[src/rtl/cdv_pkg.sv]
package cdv_pkg;

   // field geometry of the configuration word; software decodes these positions
   localparam int unsigned CDV_CNT_W    = 6;
   localparam int unsigned CDV_LO_LSB   = 0;
   localparam int unsigned CDV_HI_LSB   = CDV_CNT_W;
   localparam int unsigned CDV_EDGE_BIT = 2 * CDV_CNT_W;
   localparam int unsigned CDV_BYP_BIT  = 2 * CDV_CNT_W + 1;
   localparam int unsigned CDV_HOLD_BIT = 2 * CDV_CNT_W + 2;
   localparam int unsigned CDV_CFG_W    = 2 * CDV_CNT_W + 3;

   typedef struct packed {
      logic                 byp;
      logic                 half_ext;
      logic [CDV_CNT_W-1:0] hi;
      logic [CDV_CNT_W-1:0] lo;
   } cdv_cfg_t;

   localparam logic [CDV_CFG_W-1:0] CDV_RST_WORD = CDV_CFG_W'(1) << CDV_BYP_BIT;

   function automatic cdv_cfg_t cdv_unpack(input logic [CDV_CFG_W-1:0] w);
      cdv_cfg_t c;
      c.lo       = w[CDV_LO_LSB +: CDV_CNT_W];
      c.hi       = w[CDV_HI_LSB +: CDV_CNT_W];
      c.half_ext = w[CDV_EDGE_BIT];
      c.byp      = w[CDV_BYP_BIT];
      return c;
   endfunction

endpackage

[src/rtl/cdv_regs.sv]
module cdv_regs
   import cdv_pkg::*;
#(
   parameter int unsigned ADDR_W      = 2,
   parameter int unsigned DATA_W      = 32,
   parameter int unsigned LOCK_CYCLES = 16,
   parameter int unsigned CFG_ADDR    = 0,
   parameter int unsigned STAT_ADDR   = 1
) (
   input  logic              clk,
   input  logic              rst_n,
   input  logic              we,
   input  logic [ADDR_W-1:0] addr,
   input  logic [DATA_W-1:0] wdata,
   output logic [DATA_W-1:0] rdata,
   output cdv_cfg_t          act_o,
   output logic              apply_o,
   output logic              hold_o,
   output logic              release_o
);

   localparam int unsigned LOCK_W = $clog2(LOCK_CYCLES + 1);

   initial begin
      assert (DATA_W > CDV_CFG_W) else $error("cdv_regs: DATA_W too narrow");
      assert (LOCK_CYCLES >= 1) else $error("cdv_regs: LOCK_CYCLES must be >= 1");
      assert (CFG_ADDR != STAT_ADDR) else $error("cdv_regs: address clash");
   end

   logic [CDV_CFG_W-1:0] shadow_q;
   cdv_cfg_t             act_q;
   logic [LOCK_W-1:0]    lock_q;
   logic                 wr_cfg;
   logic                 wr_stat;
   logic                 apply;
   logic                 locked;
   logic                 unused_wbits;

   assign wr_cfg       = we && (addr == ADDR_W'(CFG_ADDR));
   assign wr_stat      = we && (addr == ADDR_W'(STAT_ADDR));
   assign apply        = wr_cfg && !wdata[CDV_HOLD_BIT];
   assign locked       = (lock_q == '0);
   assign unused_wbits = ^wdata[DATA_W-1:CDV_CFG_W];

   always_ff @(posedge clk or negedge rst_n) begin
      if (!rst_n) begin
         shadow_q <= CDV_RST_WORD;
         act_q    <= cdv_unpack(CDV_RST_WORD);
         lock_q   <= '0;
      end else begin
         if (wr_cfg) begin
            shadow_q <= wdata[CDV_CFG_W-1:0];
         end
         if (apply) begin
            act_q  <= cdv_unpack(wdata[CDV_CFG_W-1:0]);
            lock_q <= LOCK_W'(LOCK_CYCLES);
         end else if (!locked) begin
            lock_q <= lock_q - LOCK_W'(1);
         end
      end
   end

   always_comb begin
      rdata = '0;
      if (addr == ADDR_W'(CFG_ADDR)) begin
         rdata[CDV_CFG_W-1:0] = shadow_q;
      end else if (addr == ADDR_W'(STAT_ADDR)) begin
         rdata[0] = locked;
      end
   end

   assign act_o     = act_q;
   assign apply_o   = apply;
   assign hold_o    = !locked;
   assign release_o = (lock_q == LOCK_W'(1));


   apply_drops_lock_chk: assert property (@(posedge clk) disable iff (!rst_n)
      apply |=> !locked);


   lock_stays_chk: assert property (@(posedge clk) disable iff (!rst_n)
      (!apply && locked) |=> locked);


   lock_window_bound_chk: assert property (@(posedge clk) disable iff (!rst_n)
      lock_q <= LOCK_W'(LOCK_CYCLES));


   readback_chk: assert property (@(posedge clk) disable iff (!rst_n)
      wr_cfg |=> (shadow_q == $past(wdata[CDV_CFG_W-1:0])));


   status_write_ignored_chk: assert property (@(posedge clk) disable iff (!rst_n)
      wr_stat |=> $stable(shadow_q));

endmodule

[src/rtl/cdv_core.sv]
module cdv_core
   import cdv_pkg::*;
(
   input  logic     clk,
   input  logic     rst_n,
   input  cdv_cfg_t cfg,
   input  logic     restart_i,
   input  logic     hold_i,
   input  logic     release_i,
   output logic     div_o
);

   localparam int unsigned RW = CDV_CNT_W + 1;

   logic [RW-1:0] ratio;
   logic [RW-1:0] hi_ext;
   logic [RW-1:0] cnt_q;
   logic [RW-1:0] cnt_inc;
   logic [RW-1:0] cnt_nxt;
   logic          wrap;
   logic          out_q;

   assign hi_ext  = RW'(cfg.hi);
   assign ratio   = RW'(cfg.hi) + RW'(cfg.lo);
   assign cnt_inc = cnt_q + RW'(1);
   assign wrap    = (cnt_inc >= ratio);
   assign cnt_nxt = wrap ? '0 : cnt_inc;

   always_ff @(posedge clk or negedge rst_n) begin
      if (!rst_n) begin
         cnt_q <= '0;
         out_q <= 1'b0;
      end else if (restart_i) begin
         cnt_q <= '0;
         out_q <= 1'b0;
      end else if (hold_i) begin
         cnt_q <= '0;
         out_q <= release_i && (hi_ext != '0);
      end else begin
         cnt_q <= cnt_nxt;
         out_q <= (cnt_nxt < hi_ext);
      end
   end

   assign div_o = out_q;


   quiet_in_lock_chk: assert property (@(posedge clk) disable iff (!rst_n)
      hold_i |-> !out_q);


   count_range_chk: assert property (@(posedge clk) disable iff (!rst_n)
      (ratio != '0) |-> (cnt_q < ratio));


   no_high_chk: assert property (@(posedge clk) disable iff (!rst_n)
      (cfg.hi == '0) |-> !out_q);

endmodule

[src/rtl/cdv_halfext.sv]
module cdv_halfext (
   input  logic clk,
   input  logic rst_n,
   input  logic div_i,
   input  logic en_i,
   output logic wave_o
);

   logic fall_q;

   always_ff @(negedge clk or negedge rst_n) begin
      if (!rst_n) begin
         fall_q <= 1'b0;
      end else begin
         fall_q <= div_i && en_i;
      end
   end

   assign wave_o = div_i | fall_q;


   no_stretch_chk: assert property (@(posedge clk) disable iff (!rst_n)
      !en_i |-> !fall_q);

endmodule

[src/rtl/clkdiv_stage.sv]
module clkdiv_stage
   import cdv_pkg::*;
#(
   parameter int unsigned ADDR_W      = 2,
   parameter int unsigned DATA_W      = 32,
   parameter int unsigned LOCK_CYCLES = 16,
   parameter bit          EDGE_EN     = 1'b1
) (
   input  logic              clk,
   input  logic              rst_n,
   input  logic              bus_we,
   input  logic [ADDR_W-1:0] bus_addr,
   input  logic [DATA_W-1:0] bus_wdata,
   output logic [DATA_W-1:0] bus_rdata,
   output logic              clk_out
);

   localparam int unsigned CFG_ADDR  = 0;
   localparam int unsigned STAT_ADDR = 1;

   initial begin
      assert (ADDR_W >= 1) else $error("clkdiv_stage: ADDR_W must be >= 1");
      assert ((1 << ADDR_W) > STAT_ADDR) else $error("clkdiv_stage: ADDR_W too narrow");
   end

   cdv_cfg_t act;
   logic     apply;
   logic     hold;
   logic     rel;
   logic     div;
   logic     wave;

   cdv_regs #(
      .ADDR_W      (ADDR_W),
      .DATA_W      (DATA_W),
      .LOCK_CYCLES (LOCK_CYCLES),
      .CFG_ADDR    (CFG_ADDR),
      .STAT_ADDR   (STAT_ADDR)
   ) u_regs (
      .clk       (clk),
      .rst_n     (rst_n),
      .we        (bus_we),
      .addr      (bus_addr),
      .wdata     (bus_wdata),
      .rdata     (bus_rdata),
      .act_o     (act),
      .apply_o   (apply),
      .hold_o    (hold),
      .release_o (rel)
   );

   cdv_core u_core (
      .clk       (clk),
      .rst_n     (rst_n),
      .cfg       (act),
      .restart_i (apply),
      .hold_i    (hold),
      .release_i (rel),
      .div_o     (div)
   );

   generate
      if (EDGE_EN) begin : g_half
         cdv_halfext u_half (
            .clk    (clk),
            .rst_n  (rst_n),
            .div_i  (div),
            .en_i   (act.half_ext),
            .wave_o (wave)
         );
      end else begin : g_plain
         assign wave = div;
      end
   endgenerate

   assign clk_out = act.byp ? clk : wave;

endmodule

[config.mk]
export PLATFORM = sky130hd
export DESIGN_NAME = clkdiv_stage
export DESIGN_NICKNAME = d
export VERILOG_FILES = /design/src/rtl/cdv_pkg.sv /design/src/rtl/cdv_regs.sv /design/src/rtl/cdv_core.sv /design/src/rtl/cdv_halfext.sv /design/src/rtl/clkdiv_stage.sv
export SDC_FILE = /design/constraint.sdc
export NUM_CORES = 1
export LEC_CHECK = 0
export BUFFER_PORTS_ARGS = -buffer_cell sky130_fd_sc_hd__buf_4
export CORE_ASPECT_RATIO = 1.75
export CORE_MARGIN = 5
export CORE_UTILIZATION = 45
export CTS_CLUSTER_DIAMETER = 30
export CTS_CLUSTER_SIZE = 16
export DETAILED_ROUTE_END_ITERATION = 10
export GPL_ROUTABILITY_DRIVEN = 1
export PLACE_DENSITY_LB_ADDON = 0.12
export SETUP_SLACK_MARGIN = 0.02
export SLEW_MARGIN = 40
export SYNTH_ARGS = -nofsm -noshare
export SYNTH_HDL_FRONTEND = slang
export SYNTH_SLANG_ARGS = --single-unit
[constraint.sdc]
create_clock -name clk -period 7.44 [get_ports clk]
set_input_delay 0.744 -clock clk [delete_from_list [all_inputs] [get_ports clk]]
set_output_delay 0.744 -clock clk [all_outputs]
set_load 0.01 [all_outputs]
==> results of run 1 <==
==> final cells by class <==
| class | count | area, µm² |
|---|---|---|
| multi-input combinational | 175 | 1260 |
| timing repair buffer | 35 | 263 |
| fill | 544 | 2590 |
| tap | 76 | 95.1 |
| inverter | 16 | 60.1 |
| clock inverter | 1 | 8.76 |
| clock buffer | 11 | 135 |
| sequential | 43 | 1080 |
==> sequential cells by signal (all words and copies together), names as in the netlist <==
signal and count:
u_core.cnt_q 7, u_regs.act_o 14, u_regs.shadow_q 15, u_regs.lock_q 5, g_half.u_half.fall_q 1, u_core.div_o 1
==> layout by cell type, fill, tap and decap left out, types with 2 or more instances in the layout <==
cell type and count:
dfrtp_1 40, buf_4 36, nor2_1 21, ha_1 21, conb_1 17, inv_1 16
nand2_1 16, and2_1 16, mux2_2 15, a21oi_1 9, clkbuf_8 9, mux2_1 8
a21o_1 5, xnor2_1 5, o21ai_1 5, xor2_1 4, o21ai_0 4, a31oi_1 3
nand3_1 3, nor4_1 3, nand4_1 2, o21bai_1 2, dfstp_2 2
==> synthesized netlist by cell type (all sizes together) (3+ instances only) <==
cell type  count
dfrtp         40
a21oi          9
a21o           5
ha            21
a31oi          3
and2          16
nor2          22
nor4           3
buf           21
mux2          23
o21ai          9
nand2         16
xnor2          5
inv           16
nand3          3
xor2           4
==> routing by layer <==
metal | part of all wire | up-vias | global-route usage | wire length, µm
li1 | - | 852 | - | -
met1 | 0.40 | 815 | 0.185 | 1970
met2 | 0.54 | 31 | 0.254 | 2650
met3 | 0.036 | 7 | 0.0464 | 180
met4 | 0.028 | 0 | 0.0945 | 136
met5 | 0 | - | 0 | 0
==> worst paths after layout <==
check	from	to	slack, ns	depth (start not counted)
setup / recovery	g_half.u_half.fall_q$_DFF_NN0_	clk_out	1.83	3
hold reg to reg	u_regs.act_o[12]$_DFFE_PN0P_	u_regs.act_o[12]$_DFFE_PN0P_	0.48	1
max in group asynchronous	rst_n	g_half.u_half.fall_q$_DFF_NN0_	3.12	1
setup reg to reg	u_core.div_o$_DFF_PN0_	g_half.u_half.fall_q$_DFF_NN0_	3.06	1
hold / removal	rst_n	u_regs.act_o[1]$_DFFE_PN0P_	0.31	1
min in group clk	u_regs.act_o[12]$_DFFE_PN0P_	u_regs.act_o[12]$_DFFE_PN0P_	0.48	1
==> per-stage QoR <==
step                instances  cell area [µm²]
floorplan                 256             2560
global placement          346             2760
finish                    357             2900
CTS                       357             2900
global route              357             2900
detailed placement        346             2760
==> cell families (layout without fill, tap and decap cells) <==
group,after synthesis,count (layout),synth area share
mux,24,24,0.107
buf+inv,38,63,0.0905
xor+xnor,9,9,0.0315
compound gates,33,33,0.0830
fa+ha+maj,22,22,0.113
other cells,1,17,0.00150
flops,43,43,0.431
simple gates,70,70,0.142
==> critical path, stage by stage (launching register included) <==
cell,delay (ns)
dfrtn_1,0.40
nor2_1,0.04
o21ai_0,0.14
buf_4,0.15
==> where the power goes <==
group	internal (mW)	switching, mW
clock network	0.117	0.0969
registers	0.286	0.0368
logic	0.119	0.127
total	0.522	0.261
==> impl_metrics.toml, run 1 <==
[layout]
final_layout_size_suffix_gt1_frac = 0.238
n_antenna_cell = 0
utilization = 0.528
syn_to_final_growth_pct = 15.9
nNetsFinal = 339

[floorplanning]
coreArea_um2 = 5500
pin_count = 70
fp.dieW_um = 66.4
die-height_um = 109
die_area_um2 = 7210
initial_core_util = 0.456
row_count = 36

[logic_synthesis]
syn_avg_cell_area_um2 = 10.4
yosysSeqAreaShare = 0.431
synth_area_leaders = "dfrtp_1 (40%), ha_1 (10%), mux2_2 (6.7%), buf_4 (5.4%), and2_1 (4.0%)"
async_flop_share = 1.00
synth-edff-count = 0
yosys_most_used_dff = "dfrtp_1"
synthesis.area_um2 = 2500
synth_top_area_cell = "dfrtp_1"
synth_cell_types = 41
ys_ff_latch = 43
synth_cells = 240
synthDominantCellAreaShare = 0.400
yosysWarnings = 0

[power]
powerDensity_nw_per_um2 = 270
vdd_ir_drop_max_mv = 0.187
leakage_nw = 1.46
p_total_mw = 0.783

[global_route]
grt_max_degree = 44
grt_pass1_vias = 1777
grt_pass1_wl_um = 8350
grt_use_total = 0.159
grt_remaining_overflow = 0
antenna_found_initial = 0

[placement]
place_hpwl_um = 3690
preCtsSetupSlack_ns = 2.30
gp_congestion = 0.762
io_buffers = 35

[critical_path]
start_kind = "register"
arrival_ns = 4.87
end_kind = "primary output"
crit_type = "register to primary output"
required_ns = 6.70
critPathMaxFanout = 1

[timing]
timing.final.ws_setup_ns = 1.83
rsz0062_at_grt = "no"
worst-slew-pin-transition_ns = 0.811
setup_tns_ns = 0
relSlewSlack = 0.459
setup_violations = 0
fin_skew_ns = 0.0129
hold-worst-slack_ns = 0.313
slew_violations = 0
hold_viol = 0

[route]
drtPass1Iterations = 4
drt_wl_total_um = 4940
drtIter0Drc = 34
via_per_inst = 4.78
vias = 1705
drc = 0
drtAntennaViolNets = 0
avgRoutedWirePerCell_um = 13.8

[clock_network]
clock_latency_ns = 0.43
cts_tree = "yes"
hold_buffers = 0
cts_setup_buffers = 0
clk_pin_slew_ns = 0.08
cts_resized = 0

[job]
drv_cap = 0

[outcome]
outcome = "completed"

[hold_path]
hold_path_class = "input pin to asynchronous set/reset pin"
Power figures use the tool's default switching activity.
==> inputs of run 2 (changes only) <==
- clock period: 7.44 -> 5.6 ns (I/O delays scaled with it)
==> run 2 against run 1 <==
  * Non-clock buffer count down 1
  * Flip-flop and latch count unchanged
  * Routed wire length down 0.89%
  * Design area up 0.17%
  * Highest routed layer unchanged
  * Register-to-register slack worse by 0.92 ns
  * Power up 36%
  * Largest power group unchanged
  * Clock skew up 0.0075 ns
  * Sequential share of layout area down 0.064 points
  * Global-route usage down 0.54 points
  * Die area unchanged
  * Setup slack worse by 0.73 ns
  * Sequential power up 33%
==> impl_metrics.toml, run 2 (synthesis gave the netlist of run 1 again) <==
[floorplanning]
row_count = 36
die_area_um2 = 7210
die-height_um = 109
initial_core_util = 0.456
pin_count = 70
coreArea_um2 = 5500
fp.dieW_um = 66.4

[critical_path]
cp_top_family = "flip-flops"
reg2reg_depth = 18
required_ns = 5.04
path_buf_inv = 1
crit_type = "register to primary output"
reg2reg_slack_ns = 2.14
start_kind = "register"
crit_chain = "nor2_1, o21ai_0, buf_4"
slowest_delay_ns = 0.39
critPathMaxFanout = 1
rr_endpoint = "u_core.div_o$_DFF_PN0_"
critical_path_depth = 3
arrival_ns = 3.93
slowest_stage = "dfrtn_1"
end_kind = "primary output"
r2r_start = "u_regs.act_o[6]$_DFFE_PN0P_"

[layout]
stdcell_count = 356
n_antenna_cell = 0
multi_input_area_um2 = 1260
design_area_um2 = 2910
layout_commonest_cell = "dfrtp_1"
final_layout_size_suffix_gt1_frac = 0.236
fill_cells = 548
syn_to_final_growth_pct = 16.1
largest_reg_flops = 15
layout_common_cells = "dfrtp_1 (40), buf_4 (35), nor2_1 (21), ha_1 (21), conb_1 (17)"
regMostFlops = "u_regs.shadow_q"
seqCellArea_um2 = 1080
nNetsFinal = 338

[power]
powerDensity_nw_per_um2 = 366
vdd_ir_drop_max_mv = 0.210
leakage_nw = 1.46
seqPwrFrac = 0.403
p_sw_mw = 0.338
p_int_mw = 0.727
swShare = 0.317
pwr-share-clk = 0.287
p_comb_frac = 0.310

[route]
via_per_inst = 4.85
drtAntennaViolNets = 0
drtIter0Drc = 50
avgRoutedWirePerCell_um = 13.7
drt_wl_total_um = 4890
vias = 1726
drtPass1Iterations = 4
drc = 0

[timing]
relSlewSlack = 0.472
setup_violations = 0
fin_skew_ns = 0.0204
hold_viol = 0
setup_tns_ns = 0
slew_violations = 0
hold-worst-slack_ns = 0.132
rsz0062_at_grt = "no"
worst-slew-pin-transition_ns = 0.791

[job]
drv_cap = 0

[clock_network]
clock_latency_ns = 0.41
cts_resized = 0
clk_pin_slew_ns = 0.08
cts_tree = "yes"
hold_buffers = 0
cts_setup_buffers = 0

[placement]
io_buffers = 35
place_hpwl_um = 3730
placed_cell_area_um2 = 2760
gp_congestion = 0.756
place_inst = 345

[global_route]
gr-usage-met3 = 0.0340
grt_max_degree = 44
grt_pass1_wl_um = 8320
antenna_found_initial = 0
grt_use_total = 0.153
busiest_layer = "met2"
grt_remaining_overflow = 0
grt_pass1_vias = 1813
grt_use_met2 = 0.254
grt_use_met1 = 0.181

[hold_path]
hold_path_class = "input pin to asynchronous set/reset pin"

[outcome]
outcome = "completed"
-- run 2: how the worst max path moves through the flow --
stage,from,endpoint,slack [ns]
after global routing,g_half.u_half.fall_q$_DFF_NN0_,clk_out,1.02
after floorplan,g_half.u_half.fall_q$_DFF_NN0_,clk_out,1.57
after global placement,g_half.u_half.fall_q$_DFF_NN0_,clk_out,1.57
after detailed placement,g_half.u_half.fall_q$_DFF_NN0_,clk_out,1.56
after CTS,g_half.u_half.fall_q$_DFF_NN0_,clk_out,1.07
final,g_half.u_half.fall_q$_DFF_NN0_,clk_out,1.11
-- run 2: worst register-to-register path: stages, from the launching register on --
cell and delay (ns):
dfrtp_1 0.40, ha_1 0.19, inv_1 0.05, fa_1 0.39, inv_1 0.07, a21oi_1 0.06
o21bai_1 0.20, a21o_1 0.15, a21oi_1 0.07, ha_1 0.31, nand4_1 0.11, o221ai_2 0.31
nor2_1 0.08, ha_1 0.29, nor2b_1 0.13, o21a_1 0.16, o2111ai_1 0.19, nand3_1 0.10
o21ai_1 0.12
-- run 2: area by class of cell --
type,count,area share
clock inverters,1,0.0103
flip-flops and latches,43,0.371
well taps,76,0.0327
repair buffers,34,0.0878
inverters,16,0.0207
clock buffers,11,0.0430
multi-input cells,175,0.434
-- run 2: metal layers --
layer | wire [µm] | share of wire
met2 | 2590 | 0.53
met4 | 129 | 0.026
met1 | 2010 | 0.41
met3 | 162 | 0.033
met5 | 0 | 0
-- run 2: power groups by stage --
stage / combinational (mW) / sequential (mW) / clock (mW)
5_1_grt: 0.382 / 0.440 / 0.333
3_5_place_dp: 0.333 / 0.435 / 0.0146
4_1_cts: 0.336 / 0.429 / 0.316
6_report: 0.330 / 0.428 / 0.306
2_1_floorplan: 0.260 / 0.419 / 0.00697
3_3_place_gp: 0.323 / 0.433 / 0.0146
-- run 2: through the flow --
step                 util  total power, mW  setup slack (ns)
finish              0.529             1.06              1.11
global route        0.529             1.16              1.02
CTS                 0.528             1.08              1.07
detailed placement  0.502            0.783              1.56
global placement    0.501            0.771              1.57
floorplan               -            0.686              1.57
